<file path="src/rtl/spo_pkg.sv">
package spo_pkg;
  localparam int unsigned ROT_BITS = 3;
  localparam int unsigned DEF_WIDTH = 16;
endpackage

</file>
<file path="src/rtl/spo_fifo.sv">
module spo_fifo #(
  parameter int unsigned W     = 16,
  parameter int unsigned DEPTH = 2
) (
  input  logic         clk,
  input  logic         rst,
  input  logic         push,
  input  logic [W-1:0] din,
  input  logic         pop,
  output logic [W-1:0] dout,
  output logic         empty,
  output logic         full
);
  localparam int unsigned AW = (DEPTH > 1) ? $clog2(DEPTH) : 1;
  localparam int unsigned CW = $clog2(DEPTH + 1);

  logic [W-1:0]  mem [DEPTH];
  logic [AW-1:0] rd_ptr, wr_ptr;
  logic [CW-1:0] count;

  assign empty = (count == '0);
  assign full  = (count == CW'(DEPTH));
  assign dout  = mem[rd_ptr];

  always_ff @(posedge clk) begin
    if (push) mem[wr_ptr] <= din;
  end

  always_ff @(posedge clk) begin
    if (rst) begin
      rd_ptr <= '0;
      wr_ptr <= '0;
      count  <= '0;
    end else begin
      if (push) begin
        if (wr_ptr == AW'(DEPTH - 1)) wr_ptr <= '0;
        else                          wr_ptr <= wr_ptr + AW'(1);
      end
      if (pop) begin
        if (rd_ptr == AW'(DEPTH - 1)) rd_ptr <= '0;
        else                          rd_ptr <= rd_ptr + AW'(1);
      end
      if (push && !pop)      count <= count + CW'(1);
      else if (pop && !push) count <= count - CW'(1);
    end
  end

  assert_no_overflow_R8: assert property (@(posedge clk) disable iff (rst)
    push |-> (!full || pop));
  assert_no_underflow_R8: assert property (@(posedge clk) disable iff (rst)
    pop |-> !empty);
endmodule

</file>
<file path="src/rtl/spo_out_reg.sv">
module spo_out_reg #(
  parameter int unsigned W = 16
) (
  input  logic         clk,
  input  logic         rst,
  input  logic         load,
  input  logic [W-1:0] din,
  input  logic         ready,
  output logic         valid,
  output logic [W-1:0] data,
  output logic         space
);
  assign space = !valid || ready;

  always_ff @(posedge clk) begin
    if (rst) begin
      valid <= 1'b0;
      data  <= '0;
    end else if (load) begin
      valid <= 1'b1;
      data  <= din;
    end else if (ready) begin
      valid <= 1'b0;
    end
  end

  assert_hold_stable_R6: assert property (@(posedge clk) disable iff (rst)
    (valid && !ready) |=> (valid && $stable(data)));
endmodule

</file>
<file path="src/rtl/split_accum_pipe.sv">
module split_accum_pipe #(
  parameter int unsigned W          = spo_pkg::DEF_WIDTH,
  parameter int unsigned SNAP_DEPTH = 2,
  parameter int unsigned LINK_DEPTH = 1
) (
  input  logic         clk,
  input  logic         rst,
  input  logic         in_valid,
  output logic         in_ready,
  input  logic [W-1:0] in_data,
  output logic         res_valid,
  input  logic         res_ready,
  output logic [W-1:0] res_data,
  output logic         obs_valid,
  input  logic         obs_ready,
  output logic [W-1:0] obs_data
);
  localparam int unsigned ROT = spo_pkg::ROT_BITS;

  function automatic logic [W-1:0] step_a(input logic [W-1:0] x, input logic [W-1:0] a);
    return x + a;
  endfunction

  function automatic logic [W-1:0] step_b(input logic [W-1:0] y, input logic [W-1:0] b);
    return {y[W-1-ROT:0], y[W-1:W-ROT]} ^ b;
  endfunction

  function automatic logic [W-1:0] view(input logic [W-1:0] a, input logic [W-1:0] b);
    return a - b;
  endfunction

  logic [W-1:0] acc_a, acc_b;
  logic [W-1:0] link_dout, snap_a_dout, snap_b_dout;
  logic         link_empty, link_full;
  logic         snap_a_empty, snap_a_full, snap_b_empty, snap_b_full;
  logic         res_space, obs_space;
  logic         link_space, snap_a_space, snap_b_space;
  logic         s1_fire, s2_fire, obs_fire;
  logic [W-1:0] y_new, z_new;

  assign y_new = step_a(in_data, acc_a);
  assign z_new = step_b(link_dout, acc_b);

  // Observer pops both snapshot heads together
  assign obs_fire     = obs_space && !snap_a_empty && !snap_b_empty;
  assign snap_a_space = !snap_a_full || obs_fire;
  assign snap_b_space = !snap_b_full || obs_fire;

  // Stage two takes the link head before stage one refills it
  assign s2_fire    = !link_empty && res_space && snap_b_space;
  assign link_space = !link_full || s2_fire;

  assign in_ready = link_space && snap_a_space;
  assign s1_fire  = in_valid && in_ready;

  always_ff @(posedge clk) begin
    if (rst) begin
      acc_a <= '0;
      acc_b <= '0;
    end else begin
      if (s1_fire) acc_a <= y_new;
      if (s2_fire) acc_b <= z_new;
    end
  end

  spo_fifo #(.W(W), .DEPTH(LINK_DEPTH)) u_link (
    .clk(clk), .rst(rst),
    .push(s1_fire), .din(y_new),
    .pop(s2_fire), .dout(link_dout),
    .empty(link_empty), .full(link_full)
  );

  spo_fifo #(.W(W), .DEPTH(SNAP_DEPTH)) u_snap_a (
    .clk(clk), .rst(rst),
    .push(s1_fire), .din(acc_a),
    .pop(obs_fire), .dout(snap_a_dout),
    .empty(snap_a_empty), .full(snap_a_full)
  );

  spo_fifo #(.W(W), .DEPTH(SNAP_DEPTH)) u_snap_b (
    .clk(clk), .rst(rst),
    .push(s2_fire), .din(acc_b),
    .pop(obs_fire), .dout(snap_b_dout),
    .empty(snap_b_empty), .full(snap_b_full)
  );

  spo_out_reg #(.W(W)) u_res (
    .clk(clk), .rst(rst),
    .load(s2_fire), .din(z_new),
    .ready(res_ready), .valid(res_valid),
    .data(res_data), .space(res_space)
  );

  spo_out_reg #(.W(W)) u_obs (
    .clk(clk), .rst(rst),
    .load(obs_fire), .din(view(snap_a_dout, snap_b_dout)),
    .ready(obs_ready), .valid(obs_valid),
    .data(obs_data), .space(obs_space)
  );

  assert_reset_state_R1: assert property (@(posedge clk) disable iff (rst)
    $past(rst) |-> (!res_valid && !obs_valid && in_ready));
  assert_result_follows_input_R4: assert property (@(posedge clk) disable iff (rst)
    (res_valid && !$past(res_valid)) |-> !link_full || $past(!link_empty));
endmodule

</file>
<file path="config.mk">
export PLATFORM = sky130hd
export DESIGN_NAME = split_accum_pipe
export DESIGN_NICKNAME = d
export VERILOG_FILES = /design/src/rtl/spo_pkg.sv /design/src/rtl/spo_fifo.sv /design/src/rtl/spo_out_reg.sv /design/src/rtl/split_accum_pipe.sv
export SDC_FILE = /design/constraint.sdc
export NUM_CORES = 1
export LEC_CHECK = 0
export BUFFER_PORTS_ARGS = -buffer_cell sky130_fd_sc_hd__buf_4
export CAP_MARGIN = 15
export CELL_PAD_IN_SITES_DETAIL_PLACEMENT = 0
export CELL_PAD_IN_SITES_GLOBAL_PLACEMENT = 1
export CORE_MARGIN = 4
export CORE_UTILIZATION = 49
export DETAILED_ROUTE_END_ITERATION = 12
export GPL_ROUTABILITY_DRIVEN = 0
export GPL_TIMING_DRIVEN = 0
export PLACE_DENSITY = 0.76
export REMOVE_ABC_BUFFERS = 1
export SYNTH_ARGS = -nofsm -noshare
export SYNTH_HDL_FRONTEND = slang
export SYNTH_HIERARCHICAL = 1
export SYNTH_SLANG_ARGS = --single-unit
</file>
<file path="constraint.sdc">
create_clock -name clk -period 3.8 [get_ports clk]
set_clock_uncertainty 0.1 [all_clocks]
set_input_delay 0.57 -clock clk [delete_from_list [all_inputs] [get_ports clk]]
set_output_delay 0.57 -clock clk [all_outputs]
set_load 0.03 [all_outputs]
</file>
Word level (Yosys, flattened, before mapping)

Memory sizes are Yosys's and may differ from the RTL's. A register that Yosys moved wholly into a read port is not among the register bits.
Cells that the tools add are included.

Equality and inequality tests: 2
Add/subtract/negate cells: 12
Bitwise gates (word level): 1
Reductions and logical operators: 34
Mux-type cells: 22

Operator list:

| cell                                              | number |
|---|---|
| 2-to-1 mux 1 bit                                  | 18 |
| adder 16 bit                                      | 1 |
| subtractor 16 bit                                 | 1 |
| XOR 16 bit                                        | 1 |
| logical AND 1 bit                                 | 12 |
| logical NOT 1 bit                                 | 10 |
| nonzero test 2 bit                                | 5 |
| 2-to-1 mux 2 bit                                  | 4 |
| adder 1 bit (second input constant)               | 5 |
| logical OR 1 bit                                  | 5 |
| adder 2 x 1 -> 2 bit (second input constant)      | 2 |
| equality test 2 bit (second input constant)       | 2 |
| logical NOT 2 bit                                 | 2 |
| subtractor 2 x 1 -> 2 bit (second input constant) | 2 |
| subtractor 1 bit (second input constant)          | 1 |

Bits in writable memories: 80
Register bits after elaboration: 59
Bits of input ports: 21
Memories: 3

Memory list:

| memory       | words | width | read ports | clocked after memory_dff | wr ports | line           | source |
|---|---|---|---|---|---|---|---|
| u_snap_a.mem | 2     | 16    | 1          | 1                        | 1        | spo_fifo.sv:17 | `logic [W-1:0] mem [DEPTH];` |
| u_snap_b.mem | 2     | 16    | 1          | 1                        | 1        | spo_fifo.sv:17 |  |
| u_link.mem   | 1     | 16    | 1          | 0                        | 1        | spo_fifo.sv:17 |  |

Longest topological paths before layout

Gate-level depths: netlist (run 1).

Word-level depth: 13
Gate-level depth with buffers: 15
Gate-level depth less buffers: 13

Modules after synthesis

Netlist (run 1), hierarchy kept.

Modules (own cells, without submodules):

| module                   | cells an instance | area each (µm²) | instances | sequential area each (µm²) |
|---|---|---|---|---|
| split_accum_pipe         | 359               | 2813.9          | 1         | 640.6 |
| spo_fifo at u_snap_a ... | 72                | 1361.3          | 2         | 1061.0 |
| spo_out_reg              | 56                | 616.8           | 2         | 340.3 |
| spo_fifo at u_link       | 20                | 530.5           | 1         | 500.5 |

Worst setup path after synthesis (run 1)

OpenSTA, ideal clock, no wires.

Path kind: input-to-reg
From: in obs_ready
To: mem u_snap_a.mem[0][0] (enable)
Library setup time: 390 ps
Buffers on the path: 1
Required time: 3310 ps
Path slack: 392 ps
Stages on the path: 8
Data arrival time: 2917 ps
Cells stage by stage: nand2b_1 > nand2_1 > a21oi_2 > a2bb2oi_2 > nand2_1 > inv_2 > buf_2 > nor2b_1

Longest elaborated chain between the ends: 10
Elaborated cells between the ends (all ways): 11

RTL lines:

| what                                     | line                   | source |
|---|---|---|
| start, declared                          | split_accum_pipe.sv:15 | `input logic obs_ready,` |
| logical OR 1 bit *                       | spo_out_reg.sv:13      | `assign space = !valid \|\| ready;` |
| logical AND 1 bit * (2 in a row)         | split_accum_pipe.sv:45 | `assign obs_fire = obs_space && !snap_a_empty && !snap_b_empty;` |
| logical OR 1 bit                         | split_accum_pipe.sv:47 | `assign snap_b_space = !snap_b_full \|\| obs_fire;` |
| logical AND 1 bit                        | split_accum_pipe.sv:50 | `assign s2_fire = !link_empty && res_space && snap_b_space;` |
| logical OR 1 bit                         | split_accum_pipe.sv:51 | `assign link_space = !link_full \|\| s2_fire;` |
| logical AND 1 bit *                      | split_accum_pipe.sv:53 | `assign in_ready = link_space && snap_a_space;` |
| via in_ready                             | split_accum_pipe.sv:9  | `output logic in_ready,` |
| logical AND 1 bit *                      | split_accum_pipe.sv:54 | `assign s1_fire = in_valid && in_ready;` |
| via s1_fire                              | split_accum_pipe.sv:38 | `logic s1_fire, s2_fire, obs_fire;` |
| 2-to-1 mux 1 bit *                       | spo_fifo.sv:26         | `if (push) mem[wr_ptr] <= din;` |
| 2-to-1 mux 1 bit (not written as such) * | spo_fifo.sv:26         |  |
| end, declared                            | spo_fifo.sv:17         |  |

The timed path passes the listed nets; every way through them passes the cells marked *.

==> results of run 1 <==
per-layer routing:
layer | vias up | track usage | share of wire
met5 | - | 0 | 0
met3 | 17 | 0.0430 | 0.032
li1 | 2329 | - | -
met4 | 0 | 0.0605 | 0.015
met2 | 73 | 0.282 | 0.47
met1 | 2187 | 0.251 | 0.48
worst max-delay path: cells and delay by family (launching register included):
kind / cells / cell delay (ns)
AO/OA/AOI/OAI: 4 / 0.85
adder cells (fa/ha/maj): 2 / 0.41
multiplexers: 2 / 0.55
flip-flops: 1 / 0.80
XOR/XNOR: 1 / 0.15
buffers and inverters: 1 / 0.06
AND/OR/NAND/NOR: 3 / 0.48
through the flow:
| stage | cell area [sq um] | hold slack (ns) | utilization |
|---|---|---|---|
| 6_report | 8470 | 0.345 | 0.580 |
| 5_1_grt | 8470 | 0.357 | 0.580 |
| 4_1_cts | 8470 | 0.324 | 0.580 |
| 3_5_place_dp | 7870 | 0.383 | 0.539 |
| 3_3_place_gp | 7800 | 0.373 | 0.535 |
| 2_1_floorplan | 7160 | 0.350 | - |
area by class of cell:
| type | instances | area (sq um) |
|---|---|---|
| Fill cell | 1209 | 6120 |
| Sequential cell | 157 | 3950 |
| Multi-Input combinational cell | 430 | 3130 |
| Timing Repair Buffer | 59 | 474 |
| Clock buffer | 24 | 462 |
| Tap cell | 184 | 230 |
| Clock inverter | 8 | 120 |
| Inverter | 28 | 110 |
repair_timing:
item	CTS	global route
gates resized for setup	4	1
buffers inserted	1	0
pin swaps	1	0
setup endpoints to repair	35	2
cloned	0	0
where the power goes:
group / internal (mW) / switching, mW / leakage (nW) / total, mW
clock network: 1.05 / 0.636 / 0.278 / 1.68
logic: 1.49 / 1.83 / 1.77 / 3.32
registers: 2.42 / 0.374 / 1.39 / 2.79
cell usage in the layout, fill, tap and decap left out, drive strengths merged, types with 3 or more instances in the layout:
cell and instances:
edfxtp 80, a21oi 39, a21o 9, mux2 32
mux2i 32, xor2 47, bufinv 3, clkbuf 24
nand2 52, nor3 4, xnor2 18, o21ai 17
o21a 7, nor2 74, nor2b 7, ha 32
nand3 5, a211oi 5, clkinv 3, dfxtp 77
nand2b 5, o21bai 3, inv 28, buf 59
or3 8
sequential cells by signal, summed over array words and instances (netlist names), 2 cells and up, named ones only:
register	cells
u_obs/data	16
u_snap_a/count	2
acc_b	16
u_snap_b/mem	32
u_link/mem	16
u_snap_a/mem	32
u_snap_b/count	2
u_res/data	16
acc_a	16
worst max-delay path by stage:
stage,start,end,slack (ns)
finish,flip-flop,u_obs/data[14]$_SDFFE_PP0P_,0.24
detailed placement,obs_ready,u_snap_a/mem[0][10]$_DFFE_PP_,-1.10
CTS,flip-flop,u_obs/data[14]$_SDFFE_PP0P_,0.20
floorplan,obs_ready,u_snap_a/mem[0][0]$_DFFE_PP_,-0.69
global placement,obs_ready,u_snap_a/mem[0][10]$_DFFE_PP_,-2.15
global route,u_snap_a/count[0]$_SDFFE_PP0P_,u_snap_a/mem[0][11]$_DFFE_PP_,0.03
kinds of logic after synthesis:
| kind of cell | Yosys count | share of synthesized area |
|---|---|---|
| compound gates | 96 | 0.0886 |
| fa+ha+maj | 34 | 0.0603 |
| simple gates | 170 | 0.103 |
| mux | 64 | 0.0932 |
| buf+inv | 48 | 0.0336 |
| xor+xnor | 66 | 0.0811 |
| flops | 157 | 0.540 |
==> impl_metrics.py, run 1 <==
metrics = {
    "logic_synthesis": {
        "ys_ff_latch": 157,
        "yosys-top-cells-area": "edfxtp_1, dfxtp_1, xor2_1",
        "syn_area_sq_um": 7300,
        "synth.most_common_cell": "edfxtp_1",
        "synth_seq_area_share": 0.540,
        "async_reset_ff_frac": 0,
        "synth-main-ff-cell": "edfxtp_1",
        "synth_top_area_share": 0.329,
        "yosysUniqueCellTypes": 58,
        "synth_top_area_cell": "edfxtp_1",
        "synth_warnings": 6,
        "synth.avg_cell_area_sq_um": 11.5,
        "yosys-top-cells-count": "edfxtp_1, dfxtp_1, nor2_1",
        "synth-edff-count": 80,
        "netlist_instances": 635,
    },
    "global_routing": {
        "antenna_found_initial": 0,
        "grt_pass1_vias": 4575,
        "grt_pass1_wl_mm": 23.4,
        "grt-ovfl-total": 0,
        "grt_max_degree": 80,
        "grt.total_usage": 0.181,
    },
    "die": {
        "start_util": 0.500,
        "die_w_microns": 130,
        "die_area_sq_um": 16900,
        "row_count": 44,
        "core_sq_um": 14600,
        "ios": 56,
        "die_y_microns": 130,
    },
    "critical_path": {
        "setup.worst_path.end_class": "flip-flop",
        "worstPathRequired_ns": 3.97,
        "r2r_slack_ns": 0.24,
        "worst-r2r-cell-count": 13,
        "cpPeakStageDelay_ns": 0.80,
        "r2r_end": "u_obs/data[14]$_SDFFE_PP0P_",
        "path_cells": "mux2_2 > inv_1 > ha_1 > fa_1 > nor2b_1 > o31a_1 > or3_1 > a21oi_2 > o2111a_1 > o21ai_1 > xor2_1 > mux2i_1 > nor2_1",
        "path_class": "reg2reg",
        "cp_slowest_cell": "dfxtp_1",
        "cp_max_fo": 16,
        "startpoint_type": "flip-flop",
        "cp.arrival_ns": 3.73,
    },
    "clocking": {
        "clockBufferDepth": 2,
        "clk-insertion-delay-late_ns": 0.42,
        "postCtsHoldBufs": 0,
        "path_clk_slew_ns": 0.06,
        "numCtsBuffers": 17,
        "h-tree-depth": 4,
        "cts_tree": "built",
        "clock-root-buffer": "clkbuf_16",
        "cts_sinks": 157,
    },
    "outcome": {
        "status": "completed",
    },
    "sta": {
        "maxSlewHeadroom": 0.317,
        "slew_violations": 0,
        "worstMarginPinSlew_ns": 1.02,
        "fin_tns_setup_ns": 0,
        "layout_min_cycle_time_ns": 3.56,
        "finalHoldViolCount": 0,
        "clock.fmax_ghz": 0.281,
        "setup_slack_ns": 0.243,
        "setup_violations": 0,
        "min_period_over_period": 0.936,
        "rsz0062_at_grt": "no",
    },
    "drt": {
        "drt.antenna.violating_nets": 0,
        "vias": 4606,
        "firstDrtPassIters": 6,
        "drt_iter0_markers": 237,
        "drt_wl_total_mm": 14.1,
        "route.detailed.drc": 0,
        "wl_per_cell_microns": 15.8,
        "viasPerCell": 5.18,
    },
    "finish": {
        "fin_cells": 890,
        "n_antenna_cell": 0,
        "layout-drive-gt1-share": 0.191,
        "nNetsFinal": 748,
        "syn2layout_area_growth_pct": 16.0,
    },
    "power_and_ir_drop": {
        "power.leakage_nw": 3.44,
        "ir_drop_mv": 0.351,
        "powerDensity_nw_per_um2": 921,
        "power_mw": 7.80,
    },
    "worst_hold_path": {
        "hold_depth": 3,
        "min_from": "obs_ready",
        "holdPathEnd": "u_obs/valid$_SDFFE_PP0P_",
        "hold_class": "in2reg",
    },
    "place": {
        "placedCellCount": 857,
        "pre_cts_slack_ns": -1.10,
        "io_buffers": 55,
        "place_hpwl_mm": 9.83,
    },
    "flow_run": {
        "cap_violations": 0,
    },
}
(Power assumes the default switching activity.)
==> run 2: changes to the inputs <==
Settings changed: CORE_UTILIZATION 49 to 44, PLACE_DENSITY 0.76 to 0.72.
Clock period 3.8 ns to 3.2 ns, I/O delays scaled along.
==> run 2 against run 1 <==
  * Sequential share of layout area is 0.44 points lower
  * Critical path depth is 2 lower
  * Sequential power increased by 18%
  * Flip-flop and latch count did not move
  * Die area grew 11%
  * Largest power group unchanged
  * Clock power rose by 18%
  * Combinational power grew 23%
  * Count of clock-buffer cells in the layout is 5 lower
  * Design area rose by 1.1%
  * Critical endpoint is now u_obs/data[13]$_SDFFE_PP0P_
  * Via count is 0.59% lower
  * First-iteration DRC count down 5.1%
==> impl_metrics.py, run 2 (synthesis gave the netlist of run 1 again) <==
metrics = {
    "global_routing": {
        "grt-ovfl-total": 0,
        "grt_pass1_wl_mm": 23.5,
        "grt.total_usage": 0.163,
        "grt_max_degree": 80,
        "grt_use_met2": 0.257,
        "grt_pass1_vias": 4588,
        "top_usage_layer": "met2",
        "use_met1": 0.223,
        "antenna_found_initial": 0,
        "grt_util_met3": 0.0393,
    },
    "clocking": {
        "path_clk_slew_ns": 0.06,
        "clk-insertion-delay-late_ns": 0.42,
        "cts_sinks": 157,
        "clockBufferDepth": 2,
        "clock-root-buffer": "clkbuf_16",
        "cts_tree": "built",
        "h-tree-depth": 4,
        "numCtsBuffers": 17,
    },
    "sta": {
        "maxSlewHeadroom": 0.293,
        "min_period_over_period": 0.957,
        "finalHoldViolCount": 0,
        "worstMarginPinSlew_ns": 1.06,
        "setup_violations": 0,
        "layout_min_cycle_time_ns": 3.06,
        "slew_violations": 0,
        "clock.fmax_ghz": 0.326,
    },
    "die": {
        "core_sq_um": 16100,
        "ios": 56,
        "die_area_sq_um": 18700,
        "die_y_microns": 137,
        "row_count": 46,
        "start_util": 0.455,
        "die_w_microns": 137,
    },
    "outcome": {
        "status": "completed",
    },
    "worst_hold_path": {
        "hold_class": "in2reg",
    },
    "place": {
        "io_buffers": 55,
        "place_hpwl_mm": 9.88,
        "postPlaceCellArea_sq_um": 7880,
    },
    "critical_path": {
        "cp.arrival_ns": 3.23,
        "path_cells": "mux2_2 > ha_1 > a21oi_1 > a21boi_1 > o31ai_1 > a31oi_1 > a21o_1 > a21oi_1 > xnor2_1 > mux2i_1 > nor2_1",
        "cp_slowest_cell": "dfxtp_4",
        "cpPeakStageDelay_ns": 0.41,
        "r2r_slack_ns": 0.14,
        "setup.worst_path.end_class": "flip-flop",
        "worstPathRequired_ns": 3.37,
        "cp_max_fo": 7,
        "path_class": "reg2reg",
        "crit_path_frequent_cell": "a21oi_1",
        "startpoint_type": "flip-flop",
    },
    "finish": {
        "syn2layout_area_growth_pct": 17.3,
        "reg_top3": "u_snap_a/mem: 32 flops, u_snap_b/mem: 32 flops",
        "stdcell_area_sq_um": 8560,
        "nNetsFinal": 751,
        "layout_common_cells": "edfxtp_1, dfxtp_1, nor2_1",
        "layout-drive-gt1-share": 0.203,
        "final_common_cell": "edfxtp_1",
        "n_antenna_cell": 0,
        "fin_util": 0.533,
        "fillers": 1392,
    },
    "drt": {
        "firstDrtPassIters": 5,
        "vias": 4579,
        "route.detailed.drc": 0,
        "drt_iter0_markers": 225,
        "wl_per_cell_microns": 15.4,
        "viasPerCell": 4.95,
        "drt_wl_total_mm": 14.2,
        "drt.antenna.violating_nets": 0,
    },
    "flow_run": {
        "cap_violations": 0,
    },
    "power_and_ir_drop": {
        "power.leakage_nw": 3.45,
        "power_mw": 9.33,
        "ir_drop_mv": 0.465,
        "powerDensity_nw_per_um2": 1090,
    },
}
run 2: cell count changes in the layout (fill, tap and decap cells not counted), moves of 2 or more:
cell,before,now
dfxtp_4,0,2
clkinvlp_4,2,5
clkbuf_1,6,2
clkinv_1,0,3
buf_4,56,60
run 2: stage by stage:
| step | hold slack (ns) | worst slack (ns) | TNS (ns) | std cells |
|---|---|---|---|---|
| 2_1_floorplan | 0.350 | -1.20 | -44.81 | 615 |
| 3_3_place_gp | 0.371 | -2.76 | -170.19 | 886 |
| 3_5_place_dp | 0.377 | -1.49 | -69.89 | 887 |
| 4_1_cts | 0.258 | 0.0495 | 0 | 921 |
| 5_1_grt | 0.278 | -0.000190 | -0.000190 | 925 |
| 6_report | 0.272 | 0.137 | 0 | 925 |
run 2: what timing repair did:
action,4_1_cts,5_1_grt
gates resized for setup,9,5
hold buffers,0,0
setup endpoints to repair,74,36
pin swaps,1,3
setup buffers,2,4
run 2: worst paths after layout:
kind	from	to	cells after the start
max reg2reg	flip-flop	u_obs/data[13]$_SDFFE_PP0P_	11
max	flip-flop	u_obs/data[13]$_SDFFE_PP0P_	11
min	res_ready	u_res/valid$_SDFFE_PP0P_	3
min reg2reg	acc_a[0]$_SDFFE_PP0P_	u_snap_a/mem[1][0]$_DFFE_PP_	0
run 2: power by group:
group          internal (mW)  switching, mW  total [mW]
clock                   1.21          0.766        1.98
combinational           1.83           2.24        4.07
sequential              2.88          0.403        3.28
run 2: worst max-delay path, delay by kind of cell (launching register included):
family | cells | cell delay (ns)
AOI/OAI and AO/OA | 6 | 1.38
muxes | 2 | 0.50
DFF | 1 | 0.41
adders and majority gates | 1 | 0.37
xor gates and xnor gates | 1 | 0.09
and+or+nand+nor | 1 | 0.06
run 2: routing by layer:
layer,wire length [microns],up-vias
li1,-,2340
met1,6860,2146
met2,6690,80
met3,534,13
met4,157,0
met5,0,-
run 2: area by class of cell:
type	count	area, sq um	share of cell area
multi-input combinational	430	3140	0.367
timing repair buffer	62	498	0.0582
clock inverter	13	149	0.0174
clock buffer	19	433	0.0506
inverter	28	118	0.0137
tap	216	270	0.0316
sequential	157	3950	0.461
==> run 3: changes to the inputs <==
Settings changed: GPL_TIMING_DRIVEN 0 to 1.
==> run 3 against run 2 <==
  * First-iteration DRC count rose by 5.3%
  * Clock power barely moved
  * Combinational power fell by 1%
  * Power fell by 0.35%
  * Sequential power barely moved
  * Setup slack improved by 0.051 ns
  * Sequential share of layout area rose by 0.19 points
  * Register-to-register slack improved by 0.05 ns
  * Fmax rose by 1.7%
  * Via count rose by 1.3%
  * Critical path type unchanged
  * Critical endpoint is now u_obs/data[14]$_SDFFE_PP0P_
==> impl_metrics.py, run 3 (synthesis gave the netlist of run 1 again) <==
metrics = {
    "outcome": {
        "status": "completed",
    },
    "finish": {
        "seqCellArea_sq_um": 3950,
        "fin_util": 0.531,
        "stdcell_area_sq_um": 8520,
        "syn2layout_area_growth_pct": 16.7,
        "layout_common_cells": "edfxtp_1, dfxtp_1, nor2_1",
        "fin_cells": 929,
        "fillers": 1368,
        "reg_top3": "u_snap_a/mem: 32 flops, u_snap_b/mem: 32 flops",
        "layout-drive-gt1-share": 0.201,
        "final_common_cell": "edfxtp_1",
        "n_antenna_cell": 0,
        "multi_input_area_sq_um": 3120,
        "nNetsFinal": 755,
    },
    "place": {
        "place_hpwl_mm": 10.3,
        "postPlaceCellArea_sq_um": 7930,
        "pre_cts_slack_ns": 0.0910,
        "io_buffers": 55,
        "placedCellCount": 897,
    },
    "sta": {
        "layout_min_cycle_time_ns": 3.01,
        "clock.fmax_ghz": 0.332,
        "fin_tns_setup_ns": 0,
        "worstMarginPinSlew_ns": 0.859,
        "min_period_over_period": 0.941,
        "rsz0062_at_grt": "no",
        "setup_violations": 0,
        "setup_slack_ns": 0.188,
        "finalHoldViolCount": 0,
        "maxSlewHeadroom": 0.428,
        "slew_violations": 0,
        "holdWs_ns": 0.256,
    },
    "drt": {
        "wl_per_cell_microns": 15.8,
        "drt.antenna.violating_nets": 0,
        "route.detailed.drc": 0,
        "drt_wl_total_mm": 14.6,
        "vias": 4638,
        "firstDrtPassIters": 4,
        "viasPerCell": 4.99,
        "drt_iter0_markers": 237,
    },
    "clocking": {
        "cts_tree": "built",
        "clockBufferDepth": 2,
        "clock-root-buffer": "clkbuf_16",
        "clk-insertion-delay-late_ns": 0.42,
        "h-tree-depth": 4,
        "cts_sinks": 157,
        "path_clk_slew_ns": 0.06,
        "post_cts_buffers": 0,
        "numCtsBuffers": 17,
    },
    "die": {
        "die_y_microns": 137,
        "start_util": 0.455,
        "die_w_microns": 137,
        "row_count": 46,
        "core_sq_um": 16100,
        "die_area_sq_um": 18700,
        "ios": 56,
    },
    "worst_hold_path": {
        "hold_class": "in2reg",
        "min_from": "res_ready",
    },
    "critical_path": {
        "worstPathRequired_ns": 3.37,
        "startpoint_type": "flip-flop",
        "cp_max_fo": 7,
        "path_class": "reg2reg",
        "setup.worst_path.end_class": "flip-flop",
        "cp.arrival_ns": 3.19,
    },
    "power_and_ir_drop": {
        "ir_drop_mv": 0.490,
        "power.leakage_nw": 3.47,
        "power_mw": 9.30,
        "powerDensity_nw_per_um2": 1090,
    },
    "global_routing": {
        "grt_pass1_wl_mm": 24.4,
        "grt-ovfl-total": 0,
        "grt_pass1_vias": 4794,
        "antenna_found_initial": 0,
        "grt.total_usage": 0.169,
        "grt_max_degree": 80,
    },
    "flow_run": {
        "cap_violations": 0,
    },
}
run 3: changes by cell type in the layout (fill, tap and decap cells not counted), sizes merged:
cell,before,now
buf,62,66
clkinv,6,8
clkinvlp,5,2
inv,27,28
run 3: layer usage:
metal  share of wire  GRT usage  vias up  routed length (microns)
met5               0          0        -                        0
met2            0.47      0.277       65                     6920
met1            0.48      0.226     2213                     7080
met4           0.016     0.0565        0                      229
met3           0.028     0.0342       19                      412
li1                -          -     2341                        -
run 3: what timing repair did:
item                                    in CTS  in global routing
endpoints found under the setup margin       0                  3
hold buffers                                 0                  0
hold endpoints to repair                     0                  0
gates resized for setup                      0                  3
run 3: layout make-up:
cell class / instances / area share
sequential: 157 / 0.463
multi-input combinational: 430 / 0.366
timing repair buffer: 66 / 0.0581
clock buffer: 19 / 0.0508
tap: 216 / 0.0317
clock inverter: 13 / 0.0175
inverter: 28 / 0.0123
run 3: path summary, 6_finish.rpt:
| kind | depth (start not counted) | end | slack, ns |
|---|---|---|---|
| worst max register to register | 13 | u_obs/data[14]$_SDFFE_PP0P_ | 0.19 |
| worst min-delay path | 3 | u_res/valid$_SDFFE_PP0P_ | 0.26 |
| worst max-delay path | 13 | u_obs/data[14]$_SDFFE_PP0P_ | 0.19 |
| worst min register to register | 2 | u_res/data[15]$_SDFFE_PP0P_ | 0.39 |
run 3: critical path, stage by stage (launching register included):
cell and delay (ns):
dfxtp_4 0.39, mux2_2 0.35, inv_1 0.06, ha_1 0.18
fa_1 0.22, nor2b_1 0.07, o31a_1 0.26, or3_1 0.35
a21oi_2 0.20, o2111a_1 0.26, o21ai_1 0.09, xor2_1 0.14
mux2i_1 0.13, nor2_1 0.05
run 3: where the power goes:
group          total, mW  leakage, nW  internal, mW  switching [mW]
Combinational       4.01         1.79          1.77            2.24
Clock               1.99        0.284          1.22           0.778
Sequential          3.29         1.39          2.88           0.415
Total               9.30         3.47          5.86            3.43
